===== config.mk =====
export PLATFORM = sky130hd
export DESIGN_NAME = pollArbiter
export DESIGN_NICKNAME = d
export VERILOG_FILES = /design/src/rtl/pollArbPkg.sv /design/src/rtl/pollArbDatapath.sv /design/src/rtl/pollArbCtrl.sv /design/src/rtl/pollArbiter.sv
export SDC_FILE = /design/constraint.sdc
export NUM_CORES = 1
export LEC_CHECK = 0
export ABC_AREA = 0
export BUFFER_PORTS_ARGS = -buffer_cell sky130_fd_sc_hd__buf_4
export CORE_ASPECT_RATIO = 0.9
export CORE_MARGIN = 2
export CORE_UTILIZATION = 52
export DETAILED_ROUTE_END_ITERATION = 8
export PLACE_DENSITY = 0.87
export REMOVE_ABC_BUFFERS = 1
export SLEW_MARGIN = 30
export SYNTH_ARGS = -nofsm -noshare
export SYNTH_HDL_FRONTEND = slang
export SYNTH_HIERARCHICAL = 1
export SYNTH_SLANG_ARGS = --single-unit

===== constraint.sdc =====
create_clock -name clk -period 3.3 [get_ports clk]
set_input_delay 0.66 -clock clk [delete_from_list [all_inputs] [get_ports clk]]
set_output_delay 0.66 -clock clk [all_outputs]
set_load 0.005 [all_outputs]

===== src/rtl/pollArbPkg.sv =====
package pollArbPkg;
  typedef struct packed {
    logic loadStart;
    logic advance;
    logic capture;
    logic drop;
  } arbStrobeT;

  typedef enum logic [1:0] {
    ST_IDLE = 2'd0,
    ST_POLL = 2'd1,
    ST_OWN  = 2'd2
  } arbStateT;
endpackage


===== src/rtl/pollArbDatapath.sv =====
module pollArbDatapath
  import pollArbPkg::*;
#(
  parameter int NUM_DEV = 8,
  parameter int IDW = $clog2(NUM_DEV)
) (
  input  logic               clk,
  input  logic               rstN,
  input  arbStrobeT          strb,
  input  logic [NUM_DEV-1:0] reqVec,
  input  logic [IDW-1:0]     cfgStart,
  input  logic               cfgRotate,
  output logic [IDW-1:0]     pollCnt,
  output logic               hit,
  output logic               ownerReq,
  output logic [NUM_DEV-1:0] grantVec,
  output logic [IDW-1:0]     ownerId
);
  localparam logic [IDW-1:0] LAST_ID = IDW'(NUM_DEV - 1);

  logic [IDW-1:0]     lastWin;
  logic [NUM_DEV-1:0] matchVec;

  function automatic logic [IDW-1:0] nextId(input logic [IDW-1:0] cur);
    return (cur == LAST_ID) ? '0 : cur + IDW'(1);
  endfunction

  // one comparator per device: requesting and addressed by the poll count
  for (genvar g = 0; g < NUM_DEV; g++) begin : gCmp
    assign matchVec[g] = reqVec[g] && (pollCnt == IDW'(g));
  end

  assign hit      = |matchVec;
  assign ownerReq = |(reqVec & grantVec);

  always_ff @(posedge clk) begin
    if (!rstN) begin
      pollCnt  <= '0;
      lastWin  <= LAST_ID;
      grantVec <= '0;
      ownerId  <= '0;
    end else begin
      if (strb.loadStart) begin
        pollCnt <= cfgRotate ? nextId(lastWin) : cfgStart;
      end else if (strb.advance) begin
        pollCnt <= nextId(pollCnt);
      end

      if (strb.capture) begin
        grantVec <= matchVec;
        ownerId  <= pollCnt;
        lastWin  <= pollCnt;
      end else if (strb.drop) begin
        grantVec <= '0;
      end
    end
  end
endmodule


===== src/rtl/pollArbCtrl.sv =====
module pollArbCtrl
  import pollArbPkg::*;
#(
  parameter int NUM_DEV = 8,
  parameter int IDW = $clog2(NUM_DEV)
) (
  input  logic      clk,
  input  logic      rstN,
  input  logic      anyReq,
  input  logic      hit,
  input  logic      ownerReq,
  output arbStrobeT strb,
  output logic      busy,
  output logic      pollValid
);
  localparam logic [IDW-1:0] SWEEP_END = IDW'(NUM_DEV - 1);

  arbStateT       state, stateNxt;
  logic [IDW-1:0] sweepCnt;

  always_comb begin
    stateNxt = state;
    strb     = '0;
    unique case (state)
      ST_IDLE: begin
        if (anyReq) begin
          strb.loadStart = 1'b1;
          stateNxt       = ST_POLL;
        end
      end
      ST_POLL: begin
        if (hit) begin
          strb.capture = 1'b1;
          stateNxt     = ST_OWN;
        end else if (sweepCnt == SWEEP_END) begin
          stateNxt = ST_IDLE;
        end else begin
          strb.advance = 1'b1;
        end
      end
      ST_OWN: begin
        if (!ownerReq) begin
          strb.drop = 1'b1;
          stateNxt  = ST_IDLE;
        end
      end
      default: stateNxt = ST_IDLE;
    endcase
  end

  always_ff @(posedge clk) begin
    if (!rstN) begin
      state    <= ST_IDLE;
      sweepCnt <= '0;
    end else begin
      state <= stateNxt;
      if (strb.loadStart)    sweepCnt <= '0;
      else if (strb.advance) sweepCnt <= sweepCnt + IDW'(1);
    end
  end

  assign busy      = (state == ST_OWN);
  assign pollValid = (state == ST_POLL);
endmodule


===== src/rtl/pollArbiter.sv =====
module pollArbiter
  import pollArbPkg::*;
#(
  parameter int NUM_DEV = 8,
  parameter int IDW = $clog2(NUM_DEV)
) (
  input  logic               clk,
  input  logic               rstN,
  input  logic [NUM_DEV-1:0] reqVec,
  input  logic [IDW-1:0]     cfgStart,
  input  logic               cfgRotate,
  output logic [IDW-1:0]     pollVal,
  output logic               pollValid,
  output logic               busy,
  output logic [NUM_DEV-1:0] grantVec,
  output logic [IDW-1:0]     ownerId
);
  arbStrobeT strb;
  logic      hit;
  logic      ownerReq;

  pollArbCtrl #(.NUM_DEV(NUM_DEV), .IDW(IDW)) uCtrl (
    .clk       (clk),
    .rstN      (rstN),
    .anyReq    (|reqVec),
    .hit       (hit),
    .ownerReq  (ownerReq),
    .strb      (strb),
    .busy      (busy),
    .pollValid (pollValid)
  );

  pollArbDatapath #(.NUM_DEV(NUM_DEV), .IDW(IDW)) uDp (
    .clk       (clk),
    .rstN      (rstN),
    .strb      (strb),
    .reqVec    (reqVec),
    .cfgStart  (cfgStart),
    .cfgRotate (cfgRotate),
    .pollCnt   (pollVal),
    .hit       (hit),
    .ownerReq  (ownerReq),
    .grantVec  (grantVec),
    .ownerId   (ownerId)
  );
endmodule


==> results of run 1 <==
-- worst min-delay path: cells and delay by family (launching register included) --
| kind | cells | cell delay, ns |
|---|---|---|
| AND/OR/NAND/NOR | 1 | 0.06 |
| AO/OA/AOI/OAI | 1 | 0.07 |
| flip-flops | 1 | 0.33 |
-- logic make-up (layout without fill, tap and decap cells) --
kind of cell | after synthesis | after routing | synth area share [%]
adder cells (fa/ha/maj) | 10 | 10 | 10.2
AND/OR/NAND/NOR | 56 | 56 | 30.0
flip-flops | 22 | 22 | 36.0
AO/OA/AOI/OAI | 26 | 26 | 15.1
buffers and inverters | 8 | 37 | 3.68
XOR/XNOR | 1 | 1 | 0.715
multiplexers | 5 | 5 | 4.29
-- power by group --
group	total, mW	switching, mW	leakage [nW]	internal, mW
sequential	0.334	0.0380	0.179	0.296
combinational	0.277	0.138	0.422	0.140
clock	0.208	0.0847	0.0279	0.123
total	0.818	0.260	0.629	0.558
-- area by class of cell --
cell class | instances | area (um2) | area share, %
Timing Repair Buffer | 30 | 225 | 15.0
Tap cell | 27 | 33.8 | 2.25
Sequential cell | 22 | 440 | 29.3
Clock buffer | 3 | 22.5 | 1.50
Inverter | 3 | 11.3 | 0.749
Clock inverter | 1 | 30.0 | 2.00
Multi-Input combinational cell | 98 | 739 | 49.2
-- flip-flops by register name, summed over array words and instances (netlist names) --
name	cells
uDp/grantVec	8
uCtrl/sweepCnt	3
uDp/lastWin	3
uDp/ownerId	3
uDp/pollCnt	3
uCtrl/state	2
-- layer usage --
layer / track usage, % / routed length [um]
met5: 0 / 0
met4: 11.8 / 88
met3: 7.27 / 190
met2: 33.3 / 1240
met1: 22.8 / 1160
-- placed cells by master (no fill, tap or decap), types with 3 or more instances in the layout --
| cell type | netlist | final |
|---|---|---|
| nor2_1 | 4 | 4 |
| or3b_1 | 3 | 3 |
| a21oi_1 | 3 | 3 |
| nand3_1 | 5 | 5 |
| nor3b_1 | 7 | 7 |
| a31oi_1 | 5 | 5 |
| dfxtp_1 | 22 | 22 |
| a21boi_0 | 3 | 3 |
| buf_4 | 1 | 30 |
| nand4_1 | 4 | 4 |
| a21boi_1 | 4 | 4 |
| nand2_1 | 5 | 5 |
| clkbuf_4 | 0 | 3 |
| mux2i_1 | 3 | 3 |
| nand2b_1 | 8 | 8 |
| a22oi_1 | 5 | 5 |
| ha_1 | 10 | 10 |
| nor2b_1 | 9 | 9 |
| inv_1 | 3 | 3 |
-- how the worst min path moves through the flow --
stage | to | startpoint | cells after the start | slack [ns]
3_5_place_dp | uDp/ownerId[1] | uDp/ownerId[1] | 2 | 0.47
5_1_grt | uDp/ownerId[0] | uDp/ownerId[0] | 2 | 0.54
2_1_floorplan | uDp/lastWin[1] | uDp/lastWin[1] | 2 | 0.45
4_1_cts | uDp/ownerId[1] | uDp/ownerId[1] | 2 | 0.49
6_report | uDp/ownerId[1] | uDp/ownerId[1] | 2 | 0.49
3_3_place_gp | uDp/lastWin[1] | uDp/lastWin[1] | 2 | 0.47
-- stage by stage --
stage / cell area [um2] / instances
after global routing: 1500 / 184
final: 1500 / 184
after floorplan: 1190 / 123
after CTS: 1500 / 184
after global placement: 1450 / 180
after detailed placement: 1450 / 180
==> summary.md, run 1 <==
| Metric | Value |
|---|---|
| CP arrival | 2.76 ns |
| Initial antenna violation count | 0 |
| Critical path's most frequent cell | a31oi_1 |
| Slew Limit Fails | 0 |
| Final Hold Viols | 0 |
| Final ANT Viol Nets | 0 |
| Critical path's largest stage delay | 0.46 ns |
| Crit path buffers/inverters | 2 |
| #FFs+latches synth | 22 |
| Syn avg cell area | 9.57 um2 |
| Max Fanout on Critical Path | 9 |
| WL per Instance | 14.5 um |
| Via count | 1047 |
| Power, Total | 818 uW |
| Ordered list of cells on the worst path | inv_1 -> ha_1 -> and3b_2 -> a31oi_1 -> nand4_1 -> nor4b_4 -> buf_4 -> mux2_2 -> o21ai_0 -> a31oi_1 |
| Worst Skew | 0.00124 ns |
| Slew of the pin with the lowest slew margin | 0.841 ns |
| # diodes | 0 |
| Startpoint types | flip-flop |
| Worst reg2reg path startpoint | uDp/pollCnt[0] |
| Fillers | 187 |
| Seq/Total Area, Yosys | 36.0% |
| Area delta synth->final | 22.7% |
| Status | completed |
| Share of the synthesized area in the top cell type | 36.0% |
| H-tree levels | 1 |
| First-pass GRT wire length | 4.04 mm |
| Worst skew pair latency | 0.31 ns |
| Synth warnings | 6 |
| Dominant cells by area after synthesis | dfxtp_1 36%, ha_1 10%, nor2b_1 4.6%, nor3b_1 4.3%, nand2b_1 4.1% |
| Yosys top cell by area | dfxtp_1 |
| Max-cap violation count | 0 |
| Sink Count | 22 |
| Ys flop type | dfxtp_1 |
| Syn Inst Count | 128 |
| Post-synth EDFFs | 0 |
| Fin nets | 182 |
| P_leak | 0.629 nW |
| # hold bufs at CTS | 0 |
| Post-DP HPWL | 2.04 mm |
| Worst-path clk slew | 0.12 ns |
| Drt pass-1 iters | 4 |
| Residual overflow from global routing | 0 |
| Unique masters post-synth | 37 |
| Largest net degree at the start of global routing | 26 |
| Post-CTS sizing | 0 |
| # DRC | 0 |
| Gpl congestion | 0.822 |
| PwrDens | 545 nW/um2 |
| Die ar. | 2760 um2 |
| DP Worst Slack | 0.705 ns |
| Port bufs | 29 |
| Instance count on the critical path | 10 |
| DRT iter0 DRCs | 22 |
| Setup violators final | 0 |
| Routed WL | 2.67 mm |
| Chip height | 50.0 um |
| Post CTS Setup Buffer Count | 0 |
| Setup CP Type | reg -> reg |
| Num rows | 16 |
| TritonCTS buffer count | 3 |
| Async set-reset flop share out of synthesis | 0% |
| Reg-to-Reg End | uDp/pollCnt[1] |
| Core area | 2200 um2 |
| Most frequent cell after synthesis | dfxtp_1 |
| CTS tree | built |
| Vias in the first global route | 961 |
| Hold WS | 0.486 ns |
| Initial Util | 55.6% |
| Reg2reg setup slack | 0.70 ns |
| Hold Path Class | reg -> reg |
| Max_slew headroom | 43.8% |
| VDD IR max | 0.000520 V |
| Fraction of layout cells with a size suffix above 1 | 26.8% |
| Width of the die | 55.2 um |
| Commonest cells in the netlist | 22 x dfxtp_1, 10 x ha_1, 9 x nor2b_1 |
| Crit path max-delay family | simple AND/OR/NAND/NOR gates |
| Synth Cell Area | 1220 um2 |
| Critical Path Sink Type | flip-flop |
| Detail-routed via count per cell | 5.69 |
| RSZ-0062 raised after global routing | no |
| Root Buffer | clkbuf_4 |
| I/O Pins | 30 |
| Total Routing Usage GR | 20.7% |
| Max stage delay cell, worst path | dfxtp_1 |
| Final WS setup | 0.698 ns |
| Core Util, Final | 68.2% |
| Critical Path Start | uDp/pollCnt[0] |
| FMAX | 384 MHz |
| Critical path endpoint | uDp/pollCnt[1] |
| FF-to-FF path depth | 10 |
| Required @ worst endpoint | 3.46 ns |
| Final Cycle Share | 78.8% |
| Setup TNS | 0 ns |
| Max Buffers Root-to-Sink | 2 |
| Min Tclk post-route | 2.60 ns |
Power figures use the tool's default switching activity.
==> run 2, diff against run 1 <==
- clock period: 3.3 -> 2.6 ns (I/O delays scaled with it)
==> summary.md, run 2 (synthesis results as in run 1) <==
| Metric | Value |
|---|---|
| Status | completed |
| Crit path buffers/inverters | 2 (unchanged) |
| CP arrival | 2.64 ns (-0.12 ns) |
| Crit path max-delay family | simple AND/OR/NAND/NOR gates |
| Core area | 2200 um2 (unchanged) |
| Largest register FFs | 8 (unchanged) |
| Detail-routed via count per cell | 5.62 (-1.3%) |
| Switching part of the total power | 34.2% (+2.4 points) |
| Critical path's largest stage delay | 0.47 ns (about the same) |
| Final ANT Viol Nets | 0 (unchanged) |
| Post-Place Cells | 183 (+1.7%) |
| RSZ-0062 raised after global routing | no |
| First-pass GRT wire length | 4.46 mm (+10%) |
| Setup violators final | 0 (unchanged) |
| Min Tclk post-route | 2.40 ns (-0.207 ns) |
| Routed WL | 2.63 mm (-1.5%) |
| Worst Skew | 0.00138 ns (+0.000137 ns) |
| Fin nets | 185 (+1.6%) |
| Hold WS | 0.491 ns (+0.00484 ns) |
| Slew Limit Fails | 0 (unchanged) |
| Worst-path clk slew | 0.12 ns (about the same) |
| # DRC | 0 (unchanged) |
| Final Hold Viols | 0 (unchanged) |
| Initial Util | 55.6% (unchanged) |
| Non-Filler Instances | 186 (+1.1%) |
| P_leak | 0.630 nW (+0.22%) |
| Biggest register | uDp/grantVec |
| Max_slew headroom | 65.7% (+22 points) |
| Sink Count | 22 (unchanged) |
| Via count | 1045 (-0.19%) |
| Port bufs | 29 (unchanged) |
| Fraction of layout cells with a size suffix above 1 | 28.3% (+1.6 points) |
| Post-DP HPWL | 2.01 mm (-1.3%) |
| VDD IR max | 0.000341 V (-34%) |
| Net Switching | 324 uW (+24%) |
| Hold Path Class | reg -> reg |
| Gpl congestion | 0.812 (-1.2%) |
| Ordered list of cells on the worst path | inv_1 -> ha_1 -> and3b_2 -> a31oi_1 -> nand4_1 -> nor4b_4 -> buf_4 -> nor2_1 -> a211o_1 -> a21boi_1 |
| Commonest non-fill, non-tap cell in the layout | buf_4 |
| Placement Cell Area | 1470 um2 (+1.6%) |
| Combinational share of power | 39.8% (+5.9 points) |
| Drt pass-1 iters | 4 (unchanged) |
| # diodes | 0 (unchanged) |
| Max Fanout on Critical Path | 8 (-1) |
| DRT iter0 DRCs | 16 (-27%) |
| Most frequent cells in the layout | 33 x buf_4, 21 x dfxtp_1, 10 x ha_1 |
| Setup TNS | 0 ns (unchanged) |
| PwrDens | 633 nW/um2 (+16%) |
| Power share of the clock group | 16.2% (-9.2 points) |
| Reg power frac | 44.0% (+3.2 points) |
| Initial antenna violation count | 0 (unchanged) |
| Final instance area | 1500 um2 (-0.42%) |
| Max stage delay cell, worst path | dfxtp_1 |
| FMAX | 418 MHz (+8.6%) |
| CTS tree | built |
| Worst skew pair latency | 0.30 ns (about the same) |
| Pint | 623 uW (+12%) |
| Critical Path Sink Type | flip-flop |
| Power, Total | 947 uW (+16%) |
| Startpoint types | flip-flop |
| Area delta synth->final | 22.2% |
| Largest net degree at the start of global routing | 21 (-19%) |
| Num rows | 16 (unchanged) |
| Residual overflow from global routing | 0 (unchanged) |
| H-tree levels | 1 (unchanged) |
| Max Buffers Root-to-Sink | 2 (unchanged) |
| Final Cycle Share | 92.1% (+13 points) |
| Setup CP Type | reg -> reg |
| Die ar. | 2760 um2 (unchanged) |
| I/O Pins | 30 (unchanged) |
| Root Buffer | clkbuf_4 |
| Width of the die | 55.2 um (unchanged) |
| Total Routing Usage GR | 21.7% (+1.0 points) |
| Vias in the first global route | 1037 (+7.9%) |
| Required @ worst endpoint | 2.84 ns (-0.62 ns) |
| TritonCTS buffer count | 3 (unchanged) |
| Chip height | 50.0 um (unchanged) |
| Fillers | 181 (-3.2%) |
| Max-cap violation count | 0 (unchanged) |
| WL per Instance | 14.1 um (-2.6%) |
| Slew of the pin with the lowest slew margin | 0.513 ns (-0.328 ns) |
[run 2: changes by cell type in the layout (fill, tap and decap cells not counted), sizes merged]
| cell | before | now |
|---|---|---|
| buf | 30 | 33 |
| bufinv | 1 | 0 |
[run 2: final timing paths]
| kind | cells past startpoint | start | endpoint | slack [ns] |
|---|---|---|---|---|
| worst max-delay path | 10 | uDp/pollCnt[1] | uDp/pollCnt[2] | 0.20 |
| worst min-delay path | 2 | uDp/ownerId[1] | uDp/ownerId[1] | 0.49 |
| worst max register to register | 10 | uDp/pollCnt[1] | uDp/pollCnt[2] | 0.20 |
| worst min register to register | 2 | uDp/ownerId[1] | uDp/ownerId[1] | 0.49 |
[run 2: layout make-up]
| cell class | count | area [um2] | share of cell area (%) |
|---|---|---|---|
| clock buffer | 3 | 22.5 | 1.51 |
| multi-input combinational | 98 | 739 | 49.4 |
| tap | 27 | 33.8 | 2.26 |
| timing repair buffer | 33 | 248 | 16.6 |
| sequential | 22 | 442 | 29.5 |
| inverter | 3 | 11.3 | 0.753 |
[run 2: tightest hold or removal path, cell delays in order (launching register included)]
cell      delay, ns
dfxtp_1        0.33
nand2b_1       0.06
a21boi_0       0.07
[run 2: timing repair]
item                       CTS  global route
hold buffers                 0             0
resized for setup            0             1
setup endpoints to repair    0             4
setup buffers                0             0
[run 2: power by group through the flow]
stage / Sequential [mW] / Clock, mW / Combinational [mW]
after detailed placement: 0.424 / 0 / 0.373
after floorplan: 0.420 / 0 / 0.230
after global routing: 0.425 / 0.174 / 0.420
final: 0.417 / 0.153 / 0.377
after CTS: 0.416 / 0.157 / 0.375
after global placement: 0.420 / 0 / 0.359
[run 2: metal layers]
layer / global-route usage [%] / routed length, um
met1: 28.1 / 1170
met2: 36.1 / 1280
met3: 3.03 / 150
met4: 7.32 / 29
met5: 0 / 0
[run 2: per-stage QoR]
stage | setup WS (ns) | utilization [%]
6_report | 0.205 | 68.0
5_1_grt | 0.00110 | 68.0
4_1_cts | 0.131 | 67.9
3_5_place_dp | 0.171 | 66.9
3_3_place_gp | 0.314 | 66.9
2_1_floorplan | 0.155 | -
==> run 3, diff against run 2 <==
- CORE_UTILIZATION: 52 -> 56
- PLACE_DENSITY: 0.87 -> 0.93
- clock period: 2.6 -> 2.9 ns (I/O delays scaled with it)
==> summary.md, run 3 (synthesis results as in run 1) <==
| Metric | Value |
|---|---|
| Required @ worst endpoint | 3.15 ns (+0.31 ns) |
| WL per Instance | 14.2 um (+0.36%) |
| Power, Total | 860 uW (-9.2%) |
| Post-CTS sizing | 0 (unchanged) |
| Core area | 2120 um2 (-3.6%) |
| Worst skew pair latency | 0.31 ns (about the same) |
| VDD IR max | 0.000338 V (-0.87%) |
| Setup violators final | 0 (unchanged) |
| Ordered list of cells on the worst path | inv_1 -> ha_1 -> and3b_2 -> a31oi_1 -> nand4_1 -> and2_1 -> or3b_1 -> a21boi_1 |
| Commonest non-fill, non-tap cell in the layout | buf_4 |
| Largest net degree at the start of global routing | 26 (+24%) |
| Max-cap violation count | 0 (unchanged) |
| Total Routing Usage GR | 22.0% (+0.28 points) |
| Most frequent cells in the layout | 30 x buf_4, 22 x dfxtp_1, 10 x ha_1 |
| P_leak | 0.622 nW (-1.3%) |
| Via count | 1040 (-0.48%) |
| Final instance area | 1490 um2 (-0.67%) |
| Fin nets | 182 (-1.6%) |
| # DRC | 0 (unchanged) |
| Crit path max-delay family | simple AND/OR/NAND/NOR gates |
| RSZ-0062 raised after global routing | no |
| Fillers | 187 (+3.3%) |
| Root Buffer | clkbuf_4 |
| Instance count on the critical path | 8 (-2) |
| Detail-routed via count per cell | 5.65 (+0.60%) |
| Hold depth | 2 (unchanged) |
| Port bufs | 29 (unchanged) |
| Setup TNS | 0 ns (unchanged) |
| Gpl congestion | 0.908 (+12%) |
| Final ANT Viol Nets | 0 (unchanged) |
| Min Tclk post-route | 2.59 ns (+0.193 ns) |
| Core Util, Final | 70.0% (+2.1 points) |
| Placement Cell Area | 1450 um2 (-1.5%) |
| Post CTS Setup Buffer Count | 0 (unchanged) |
| # diodes | 0 (unchanged) |
| FF-to-FF path depth | 8 (-2) |
| Residual overflow from global routing | 0 (unchanged) |
| Slew Limit Fails | 0 (unchanged) |
| Die ar. | 2580 um2 (-6.6%) |
| Worst-path clk slew | 0.12 ns (about the same) |
| Final Hold Viols | 0 (unchanged) |
| Largest register FFs | 8 (unchanged) |
| Num rows | 16 (unchanged) |
| Area delta synth->final | 21.3% |
| Sink Count | 22 (unchanged) |
| DRT iter0 DRCs | 29 (+13) |
| Post-DP HPWL | 1.98 mm (-1.7%) |
| Max Buffers Root-to-Sink | 2 (unchanged) |
| Routed WL | 2.61 mm (-0.72%) |
| I/O Pins | 30 (unchanged) |
| Max_slew headroom | 40.0% (-26 points) |
| First-pass GRT wire length | 4.22 mm (-5.4%) |
| Critical path's largest stage delay | 0.48 ns (about the same) |
| Status | completed |
| Crit path buffers/inverters | 1 (-1) |
| TritonCTS buffer count | 3 (unchanged) |
| Initial Util | 57.7% (+2.1 points) |
| Chip height | 48.4 um (-3.3%) |
| Initial antenna violation count | 0 (unchanged) |
| Max Fanout on Critical Path | 25 (+17) |
| Startpoint types | flip-flop |
| Worst Skew | 0.00511 ns (+0.00372 ns) |
| Hold Path Class | reg -> reg |
| H-tree levels | 1 (unchanged) |
| Slew of the pin with the lowest slew margin | 0.899 ns (+0.386 ns) |
| Width of the die | 53.3 um (-3.4%) |
| Drt pass-1 iters | 4 (unchanged) |
| # hold bufs at CTS | 0 (unchanged) |
| Max stage delay cell, worst path | dfxtp_1 |
| FMAX | 386 MHz (-7.5%) |
| Biggest register | uDp/grantVec |
| Setup CP Type | reg -> reg |
| Final Cycle Share | 89.3% (-2.9 points) |
| Critical Path Sink Type | flip-flop |
| PwrDens | 578 nW/um2 (-8.6%) |
| CTS tree | built |
| Vias in the first global route | 998 (-3.8%) |
| Fraction of layout cells with a size suffix above 1 | 26.8% (-1.6 points) |
| CP arrival | 2.83 ns (+0.19 ns) |
## run 3: changes by cell type in the layout (fill, tap and decap cells not counted), sizes merged
cell,previous run,this run
clkbuf,3,4
buf,33,30
## run 3: routing by layer
layer  up-vias  GRT usage [%]  part of all wire, %
met5         -              0                    0
met4         0           8.97                  1.8
met3         5           3.70                  5.5
met2        32           36.2                   48
met1       485           27.9                   45
li1        518              -                    -
## run 3: worst register-to-register path: cells and delay by family, from the launching register on
| kind | cells | cell delay, ns |
|---|---|---|
| buf+inv | 1 | 0.11 |
| compound gates | 2 | 0.35 |
| flops | 1 | 0.48 |
| fa+ha+maj | 1 | 0.24 |
| simple gates | 4 | 1.34 |
## run 3: worst paths after layout
path | startpoint | end | slack, ns
worst max-delay path | uDp/pollCnt[0] | uDp/grantVec[5] | 0.31
worst min register to register | uDp/ownerId[2] | uDp/ownerId[2] | 0.50
worst min-delay path | uDp/ownerId[2] | uDp/ownerId[2] | 0.50
worst max register to register | uDp/pollCnt[0] | uDp/grantVec[5] | 0.31
## run 3: per-stage QoR
stage,std cells,hold slack [ns],setup slack [ns]
after detailed placement,180,0.479,0.389
after global routing,184,0.527,0.144
after global placement,180,0.470,0.518
final,184,0.499,0.312
after floorplan,123,0.450,0.455
after CTS,184,0.502,0.350
## run 3: area by class of cell
class	instances	area, um2	area share, %
multi-input cells	98	739	49.7
flip-flops and latches	22	440	29.6
repair buffers	30	225	15.2
clock buffers	4	36.3	2.44
well taps	27	33.8	2.27
inverters	3	11.3	0.758
## run 3: report_power, final
part           internal [mW]  leakage, nW  total, mW  switching [mW]
Clock                 0.0767       0.0210      0.165          0.0886
Combinational          0.158        0.422      0.316           0.158
Sequential             0.336        0.179      0.378          0.0419
